**src/rtl/bas_pkg.sv**
```systemverilog
package bas_pkg;

    localparam int LINE_BITS = 4;
    localparam int WAIT_BITS = 2;
    localparam int CNT_BITS  = LINE_BITS + 1;

    typedef enum logic [1:0] {
        ST_IDLE = 2'd0,
        ST_DATA = 2'd1,
        ST_WAIT = 2'd2
    } seq_state_e;

    typedef struct packed {
        logic                 wrap_on;
        logic [CNT_BITS-1:0]  len;
        logic [LINE_BITS-1:0] mask;
    } burst_ctx_t;

    // length code to word count; 0 stands for an unending burst
    function automatic logic [CNT_BITS-1:0] burst_words(input logic [1:0] code);
        case (code)
            2'd0:    return CNT_BITS'(4);
            2'd1:    return CNT_BITS'(8);
            2'd2:    return CNT_BITS'(16);
            default: return '0;
        endcase
    endfunction

    // dead cycles owed at the first line crossing for a given start offset
    function automatic logic [WAIT_BITS-1:0] line_waits(input logic [LINE_BITS-1:0] low);
        if (low[LINE_BITS-1:WAIT_BITS] == '1)
            return low[WAIT_BITS-1:0];
        return '0;
    endfunction

endpackage

```
**src/rtl/bas_start_dec.sv**
```systemverilog
module bas_start_dec
    import bas_pkg::*;
(
    input  logic [LINE_BITS-1:0] start_low,
    input  logic                 wrap_req,
    input  logic [1:0]           len_code,
    output burst_ctx_t           ctx,
    output logic [WAIT_BITS-1:0] waits
);
    logic [CNT_BITS-1:0] len;

    always_comb begin
        len         = burst_words(len_code);
        ctx.len     = len;
        ctx.wrap_on = wrap_req && (len != '0);
        ctx.mask    = LINE_BITS'(len - CNT_BITS'(1));
        waits       = ctx.wrap_on ? '0 : line_waits(start_low);
    end
endmodule

```
**src/rtl/bas_next_addr.sv**
```systemverilog
module bas_next_addr
    import bas_pkg::*;
#(
    parameter int ADDR_W = 23
) (
    input  logic [ADDR_W-1:0]    cur,
    input  logic                 wrap_on,
    input  logic [LINE_BITS-1:0] mask,
    output logic [ADDR_W-1:0]    nxt
);
    logic [ADDR_W-1:0]    inc;
    logic [LINE_BITS-1:0] low_wrapped;

    always_comb begin
        inc         = cur + ADDR_W'(1);
        low_wrapped = (cur[LINE_BITS-1:0] & ~mask) | (inc[LINE_BITS-1:0] & mask);
        if (wrap_on)
            nxt = {cur[ADDR_W-1:LINE_BITS], low_wrapped};
        else
            nxt = inc;
    end
endmodule

```
**src/rtl/bas_wait_enc.sv**
```systemverilog
module bas_wait_enc
    import bas_pkg::*;
(
    input  seq_state_e           st,
    input  logic [WAIT_BITS-1:0] wrem,
    input  logic                 edge_pend,
    input  logic                 pol,
    input  logic                 early,
    output logic                 rdy_wait
);
    logic wait_now;
    logic wait_next;
    logic wait_on;

    always_comb begin
        wait_now  = (st == ST_WAIT);
        wait_next = edge_pend || (wait_now && (wrem > WAIT_BITS'(1)));
        wait_on   = early ? wait_next : wait_now;
        rdy_wait  = pol ? wait_on : ~wait_on;
    end
endmodule

```
**src/rtl/burst_addr_seq.sv**
```systemverilog
module burst_addr_seq
    import bas_pkg::*;
#(
    parameter int ADDR_W = 23
) (
    input  logic              clk,
    input  logic              rst,
    input  logic              chip_sel,
    input  logic              lat_stb,
    input  logic [ADDR_W-1:0] start_addr,
    input  logic              cfg_async,
    input  logic              cfg_wrap,
    input  logic [1:0]        cfg_blen,
    input  logic              cfg_wait_pol,
    input  logic              cfg_wait_early,
    output logic [ADDR_W-1:0] word_addr,
    output logic              data_valid,
    output logic              rdy_wait
);
    seq_state_e           st_q;
    logic [ADDR_W-1:0]    addr_q;
    logic [CNT_BITS-1:0]  cnt_q;
    logic [WAIT_BITS-1:0] wrem_q;
    burst_ctx_t           ctx_q;

    burst_ctx_t           ctx_new;
    logic [WAIT_BITS-1:0] waits_new;
    logic [ADDR_W-1:0]    addr_nxt;
    logic                 done;
    logic                 edge_pend;

    bas_start_dec u_dec (
        .start_low (start_addr[LINE_BITS-1:0]),
        .wrap_req  (cfg_wrap),
        .len_code  (cfg_blen),
        .ctx       (ctx_new),
        .waits     (waits_new)
    );

    bas_next_addr #(.ADDR_W(ADDR_W)) u_step (
        .cur     (addr_q),
        .wrap_on (ctx_q.wrap_on),
        .mask    (ctx_q.mask),
        .nxt     (addr_nxt)
    );

    always_comb begin
        done      = (st_q == ST_DATA) && (ctx_q.len != '0) && (cnt_q == ctx_q.len);
        edge_pend = (st_q == ST_DATA) && !done && (addr_q[LINE_BITS-1:0] == '1)
                    && (wrem_q != '0);
    end

    always_ff @(posedge clk) begin
        if (rst) begin
            st_q   <= ST_IDLE;
            addr_q <= '0;
            cnt_q  <= '0;
            wrem_q <= '0;
            ctx_q  <= '0;
        end else if (cfg_async) begin
            st_q <= ST_IDLE;
        end else if (chip_sel) begin
            if (lat_stb) begin
                st_q   <= ST_DATA;
                addr_q <= start_addr;
                cnt_q  <= CNT_BITS'(1);
                wrem_q <= waits_new;
                ctx_q  <= ctx_new;
            end else begin
                case (st_q)
                    ST_DATA: begin
                        if (done) begin
                            st_q <= ST_IDLE;
                        end else if (edge_pend) begin
                            st_q <= ST_WAIT;
                        end else begin
                            addr_q <= addr_nxt;
                            cnt_q  <= cnt_q + CNT_BITS'(1);
                        end
                    end
                    ST_WAIT: begin
                        if (wrem_q == WAIT_BITS'(1)) begin
                            st_q   <= ST_DATA;
                            addr_q <= addr_nxt;
                            cnt_q  <= cnt_q + CNT_BITS'(1);
                        end
                        wrem_q <= wrem_q - WAIT_BITS'(1);
                    end
                    default: st_q <= ST_IDLE;
                endcase
            end
        end
    end

    bas_wait_enc u_wait (
        .st        (st_q),
        .wrem      (wrem_q),
        .edge_pend (edge_pend),
        .pol       (cfg_wait_pol),
        .early     (cfg_wait_early),
        .rdy_wait  (rdy_wait)
    );

    assign word_addr  = addr_q;
    assign data_valid = (st_q == ST_DATA);

endmodule

```
**config.mk**
```make
export PLATFORM = sky130hd
export DESIGN_NAME = burst_addr_seq
export DESIGN_NICKNAME = d
export VERILOG_FILES = /design/src/rtl/bas_pkg.sv /design/src/rtl/bas_start_dec.sv /design/src/rtl/bas_next_addr.sv /design/src/rtl/bas_wait_enc.sv /design/src/rtl/burst_addr_seq.sv
export SDC_FILE = /design/constraint.sdc
export NUM_CORES = 1
export LEC_CHECK = 0
export CORE_MARGIN = 4
export CORE_UTILIZATION = 30
export CTS_BUF_LIST = sky130_fd_sc_hd__clkbuf_4 sky130_fd_sc_hd__clkbuf_8 sky130_fd_sc_hd__clkbuf_16
export DETAILED_ROUTE_END_ITERATION = 7
export PLACE_DENSITY = 0.5
export SETUP_SLACK_MARGIN = 0.3
export SLEW_MARGIN = 20
export SYNTH_ARGS = -nofsm -noshare
export SYNTH_HDL_FRONTEND = slang
export SYNTH_SLANG_ARGS = --single-unit
```
**constraint.sdc**
```tcl
create_clock -name clk -period 5.5 [get_ports clk]
set_input_delay 1.1 -clock clk [delete_from_list [all_inputs] [get_ports clk]]
set_output_delay 1.1 -clock clk [all_outputs]
set_load 0.1 [all_outputs]
```
# Yosys cells after proc, flatten, opt, wreduce, memory -nomap -nowiden
# Index checks and enable logic that the tools add are counted.
totals:
  ff_bits: 42
  input_bits: 33
  word_cells: 75
  output_inout_bits: 25
op_classes:
  bitwise_logic: 6
  n_lt_le_gt_ge: 1
  mux: 25
  add_sub_neg: 4
  n_eq_ne: 12
  reduce_logical: 20
ops:
  columns: ["op", "count"]
  rows:
  - ["$mux W23", 5]
  - ["$pmux W23 S2", 1]
  - ["$add A23 B1 Y23 const B", 1]
  - ["$mux W5", 4]
  - ["$mux W2", 9]
  - ["$pmux W5 S3", 1]
  - ["$pmux W5 S2", 1]
  - ["$reduce_bool A5 Y1", 2]
  - ["$ne A3 B3 Y1 const B", 3]
  - ["$reduce_and A3 Y1", 3]
  - ["$and A4 B4 Y4", 2]
  - ["$logic_and A1 B1 Y1", 7]
  - ["$eq A2 B1 Y1 const B", 3]
  - ["$eq A2 B2 Y1 const B", 3]
  - ["$reduce_and A6 Y1", 1]
  - ["$add A5 B1 Y5 const B", 1]
  - ["$eq A5 B5 Y1", 1]
  - ["$eq A4 B4 Y1 const B", 1]
  - ["$ne A4 B2 Y1 const B", 1]
  - ["$not A4 Y4", 1]
  - ["$or A4 B4 Y4", 1]
  - ["$pmux W2 S2", 1]
  - ["$reduce_bool A2 Y1", 2]
  - ["$sub A4 B1 Y4 const B", 1]
  - ["other kinds (9)", 12]

# Longest topological paths before layout
depth:
  depth_word: 11
  mapped_depth: 8
  depth_no_buf: 7

# Cells and area by module
# A second synthesis with hierarchy kept.
hier_totals:
  cells_unflattened: 353
  area_unflattened_um2: 3047.9
by_module_without_submodules:
  columns: ["module", "instances", "cells_per_inst", "area_per_inst_um2", "seq_area_each_um2"]
  rows:
  - ["burst_addr_seq", 1, 266, 2446.1, 840.8]
  - ["bas_next_addr", 1, 67, 480.5, 0.0]
  - ["bas_start_dec", 1, 16, 91.3, 0.0]
  - ["bas_wait_enc", 1, 4, 30.0, 0.0]

# Worst setup path after synthesis
# OpenSTA, ideal clock, no wires.
synth_timing:
  kind: "register to output"
  start: "register st_q[1]"
  end: "output port rdy_wait"
  arrival_ps: 3452
  path_slack_ps: 948
  n_path_buf: 0
  required_time_ps: 4400
  path_stages_with_launch: 8
  cell_sequence: "dfxtp_1 -> inv_1 -> ha_1 -> and2_1 -> o2111ai_2 -> o2111ai_1 -> nand2_1 -> xnor2_1"
synth_via:
  elab_chain_len: 11
  word_cells_on_any_way: 13
  cone_classes: "eq/ne (2); mux (2); bitwise (1); reduce/logical (8)"
synth_lines:
  columns: ["item", "line", "rtl"]
  rows:
  - ["from (decl)", "burst_addr_seq.sv:20", "seq_state_e st_q;"]
  - ["from (signal assigned)", "burst_addr_seq.sv:55", "st_q <= ST_IDLE;"]
  - ["from (signal assigned)", "burst_addr_seq.sv:61", "st_q <= ST_IDLE;"]
  - ["from (signal assigned)", "burst_addr_seq.sv:64", "st_q <= ST_DATA;"]
  - ["$eq A2 B1 Y1 *", null, null]
  - ["named net data_valid", "burst_addr_seq.sv:17", "output logic data_valid,"]
  - ["$logic_and A1 B1 Y1 (2 in a row)", "burst_addr_seq.sv:48", "done = (st_q == ST_DATA) && (ctx_q.len != '0) && (cnt_q == ctx_q.len);"]
  - ["$logic_not A1 Y1", "burst_addr_seq.sv:49", "edge_pend = (st_q == ST_DATA) && !done && (addr_q[LINE_BITS-1:0] == '1)"]
  - ["$logic_and A1 B1 Y1 * (2 in a row)", "burst_addr_seq.sv:49", null]
  - ["$logic_and A1 B1 Y1 *", "burst_addr_seq.sv:50", "&& (wrem_q != '0);"]
  - ["$logic_or A1 B1 Y1 *", "bas_wait_enc.sv:17", "wait_next = edge_pend || (wait_now && (wrem > WAIT_BITS'(1)));"]
  - ["$mux W1 *", "bas_wait_enc.sv:18", "wait_on = early ? wait_next : wait_now;"]
  - ["$not A1 Y1", "bas_wait_enc.sv:19", "rdy_wait = pol ? wait_on : ~wait_on;"]
  - ["$mux W1 *", "bas_wait_enc.sv:19", null]
  - ["to (decl)", "burst_addr_seq.sv:18", "output logic rdy_wait"]
# The timed path passes the listed nets; every way through them passes the cells marked *.

# Worst setup path in the final report
layout_timing:
  start: "input port cfg_wait_early"
  end: "output port rdy_wait"
layout_via:
  elab_chain_len: 3
layout_lines:
  columns: ["item", "line", "rtl"]
  rows:
  - ["from (decl)", "burst_addr_seq.sv:15", "input logic cfg_wait_early,"]
  - ["$mux W1 *", "bas_wait_enc.sv:18", null]
  - ["$not A1 Y1", "bas_wait_enc.sv:19", null]
  - ["$mux W1 *", "bas_wait_enc.sv:19", null]
# Every way passes the cells marked *; elsewhere a longest branch is shown, timed or not.

==> results.json <==
{
  "fin_skew_ps": 7.50,
  "clock_latency_ps": 300,
  "syn_nets": 363,
  "drtIter0Drc": 192,
  "cts-buffers-inserted": 5,
  "drt_wl_total_mm": 8.26,
  "timing.hold.ws_ps": 484,
  "power.internal_mw": 0.488,
  "area_growth_pct": 28.9,
  "max_stage_delay_ps": 490,
  "worst_slack_ps": 2120,
  "hold_violations": 0,
  "rr_endpoint": "word_addr[11]",
  "route.met3.wl_microns": 403,
  "cts-hold-fix-buffers": 0,
  "crit_path_start_kind": "primary input",
  "dp_slack_ps": 2060,
  "gr-usage-all-layers": 0.165,
  "rows": 33,
  "ant_nets": 0,
  "dpl.hpwl_mm": 5.77,
  "status": "finished, final reports clean",
  "rsz0062_at_grt": "false",
  "synth_area_sq_um": 2520,
  "met2_length_mm": 3.82,
  "core_area_sq_um": 8220,
  "synthMuxAreaShare": 0.0124,
  "seq_area_frac_synth": 0.310,
  "cp_top_family": "buffers and inverters",
  "switching_share": 0.311,
  "firstDrtPassIters": 4,
  "via_per_inst": 5.69,
  "start_util": 0.307,
  "cts_tree": "done",
  "grt_max_degree": 45,
  "cpMostUsedCell": "nand2_1",
  "gr-total-overflow": 0,
  "sequentialPowerShare": 0.425,
  "fin_crit_sh": 0.615,
  "whs_path_depth": 2,
  "io_pins": 58,
  "fillers": 862,
  "yosys_most_used_dff": "dfxtp_1",
  "synth_xor_area_frac": 0.0139,
  "wl_per_cell_microns": 17.4,
  "cts.sinks": 39,
  "synth_top_family_by_area": "compound AO/OA/AOI/OAI gates",
  "post-route-min-period_ps": 3380,
  "drive_gt1_frac": 0.0703,
  "async_reset_ff_frac": 0,
  "synth_fa_ha_area_frac": 0.0347,
  "crit_cells": 6,
  "cts_setup_buffers": 0,
  "finalSetupViolations": 0,
  "switching_power_mw": 0.220,
  "yosysMostFrequentCell": "dfxtp_1",
  "netlist_instances": 323,
  "power_frac_comb": 0.201,
  "die_area_sq_um": 9940,
  "synth_warnings": 0,
  "path_buf_inv": 2,
  "worstSetupPathType": "in2out",
  "grt_pass1_wl_mm": 13.2,
  "synth_compound_area_frac": 0.309,
  "die_w_microns": 99.7,
  "maxSlewViolCount": 0,
  "avgSynthCellArea_sq_um": 7.81,
  "vias": 2701,
  "wl_met1_mm": 3.86,
  "antennaDiodeCount": 0,
  "path_max_fanout": 2,
  "critPathLaunch": "cfg_wait_early",
  "r2r_cells": 7,
  "max_slew_margin": 0.345,
  "vdd_ir_drop_max_mv": 0.0892,
  "synth_common_cells": "dfxtp_1, nand2_1, nor2_1",
  "hp-class": "reg2reg",
  "r2r-start": "st_q[0]",
  "top_layer_used": "met4",
  "io_buffer_count": 57,
  "fin_setup_tns_ps": 0,
  "end_kind": "output pin",
  "grt_antenna_before_repair": 0,
  "htree_levels": 2,
  "grt_pass1_vias": 2547,
  "gp_congestion": 0.809,
  "reg2reg_slack_ps": 3050,
  "ys_types": 61,
  "path_cells": "clkdlybuf4s50_1 > o21ai_0 > nand2_1 > nand2_1 > xnor2_1 > buf_4",
  "required_ps": 4400,
  "synth_top_cell_area_share": 0.310,
  "clk_path_buf_depth": 2,
  "cap_violations": 0,
  "drc_errors": 0,
  "clockPowerShare": 0.373,
  "crit_end": "rdy_wait",
  "leakagePower_nw": 1.06,
  "final_nets": 409,
  "cp.arrival_ps": 2280,
  "worstMarginPinSlew_ps": 979,
  "synth_edf_count": 0,
  "crit_path_top_delay_cell": "clkdlybuf4s50_1",
  "ys_seq_elements": 39,
  "fmax_ghz": 0.295,
  "clock-root-buffer": "clkbuf_8",
  "cellPowerDensity_nw_per_um2": 218,
  "clkTransAtPathRegs_ps": 80,
  "die_h_microns": 99.7,
  "synth-simple-area-share": 0.257,
  "yosys-top-cells-area": "dfxtp_1, a21oi_1, nand2_1",
  "yosys.area.top_type": "dfxtp_1",
  "cts.repair.resized": 0
}
-- routing by layer --
metal	vias up	track usage
met5	-	0
met4	0	0.0609
met3	18	0.0309
met2	76	0.271
met1	1295	0.214
li1	1312	-
-- sequential cells by signal (all words and copies together) (netlist names), named ones only --
name and cells:
word_addr 20, ctx_q 7, cnt_q 5, st_q 2, wrem_q 2
-- power groups by stage --
stage / logic, mW / clock network [mW] / registers [mW]
after CTS: 0.143 / 0.269 / 0.301
final: 0.143 / 0.264 / 0.301
after global routing: 0.152 / 0.282 / 0.303
after detailed placement: 0.142 / 0 / 0.308
after global placement: 0.142 / 0 / 0.308
after floorplan: 0.0592 / 0 / 0.340
-- cell usage in the layout, fill, tap and decap left out, types with 3 or more instances in the layout --
cell type and instances:
nand3b_1 4, nand2_1 34, and3_1 3, a22oi_1 4
a21oi_1 26, a31oi_1 12, ha_1 7, a211oi_1 6
o311ai_1 3, buf_4 4, nand2b_1 5, o21ai_0 18
a311oi_1 6, clkdlybuf4s50_1 56, nand3_1 7, and4_1 4
or3_1 3, dfxtp_1 39, nor3_1 8, a32o_1 3
nor2_1 31, clkbuf_8 6, nor4_1 3, inv_1 13
nand4_1 3, o311ai_0 4, o31ai_1 9, and2_1 3
-- per-stage QoR --
| stage | cells | area (sq um) | util | power (mW) |
|---|---|---|---|---|
| after floorplan | 323 | 2520 | - | 0.399 |
| after global placement | 467 | 3130 | 0.381 | 0.450 |
| after detailed placement | 467 | 3130 | 0.381 | 0.450 |
| after CTS | 475 | 3250 | 0.396 | 0.713 |
| after global routing | 475 | 3250 | 0.396 | 0.737 |
| final | 475 | 3250 | 0.396 | 0.708 |
-- tightest hold or removal path, cell delays in order (launching register included) --
cell	delay, ps
dfxtp_1	340
nand2_1	60
a21oi_1	50
-- worst min path at each step --
stage | startpoint | to | slack [ps]
final | ctx_q[7] | ctx_q[7] | 480
after global routing | ctx_q[8] | ctx_q[8] | 520
after CTS | ctx_q[7] | ctx_q[7] | 490
after detailed placement | ctx_q[7] | ctx_q[7] | 480
after global placement | cnt_q[4] | cnt_q[4] | 470
after floorplan | cnt_q[4] | cnt_q[4] | 450
-- logic make-up (layout without fill, tap and decap cells) --
group / after synthesis / after routing
xor+xnor: 4 / 4
mux: 3 / 3
simple gates: 123 / 123
compound gates: 113 / 113
fa+ha+maj: 7 / 7
flops: 39 / 39
buf+inv: 34 / 81
-- area by class of cell --
type	instances	area, sq um	area share
Clock inverter	2	35.0	0.0108
Tap cell	105	131	0.0404
Multi-Input combinational cell	250	1580	0.487
Inverter	13	48.8	0.0150
Sequential cell	39	781	0.240
Timing Repair Buffer	60	591	0.182
Clock buffer	6	82.6	0.0254
Power figures use the tool's default switching activity.
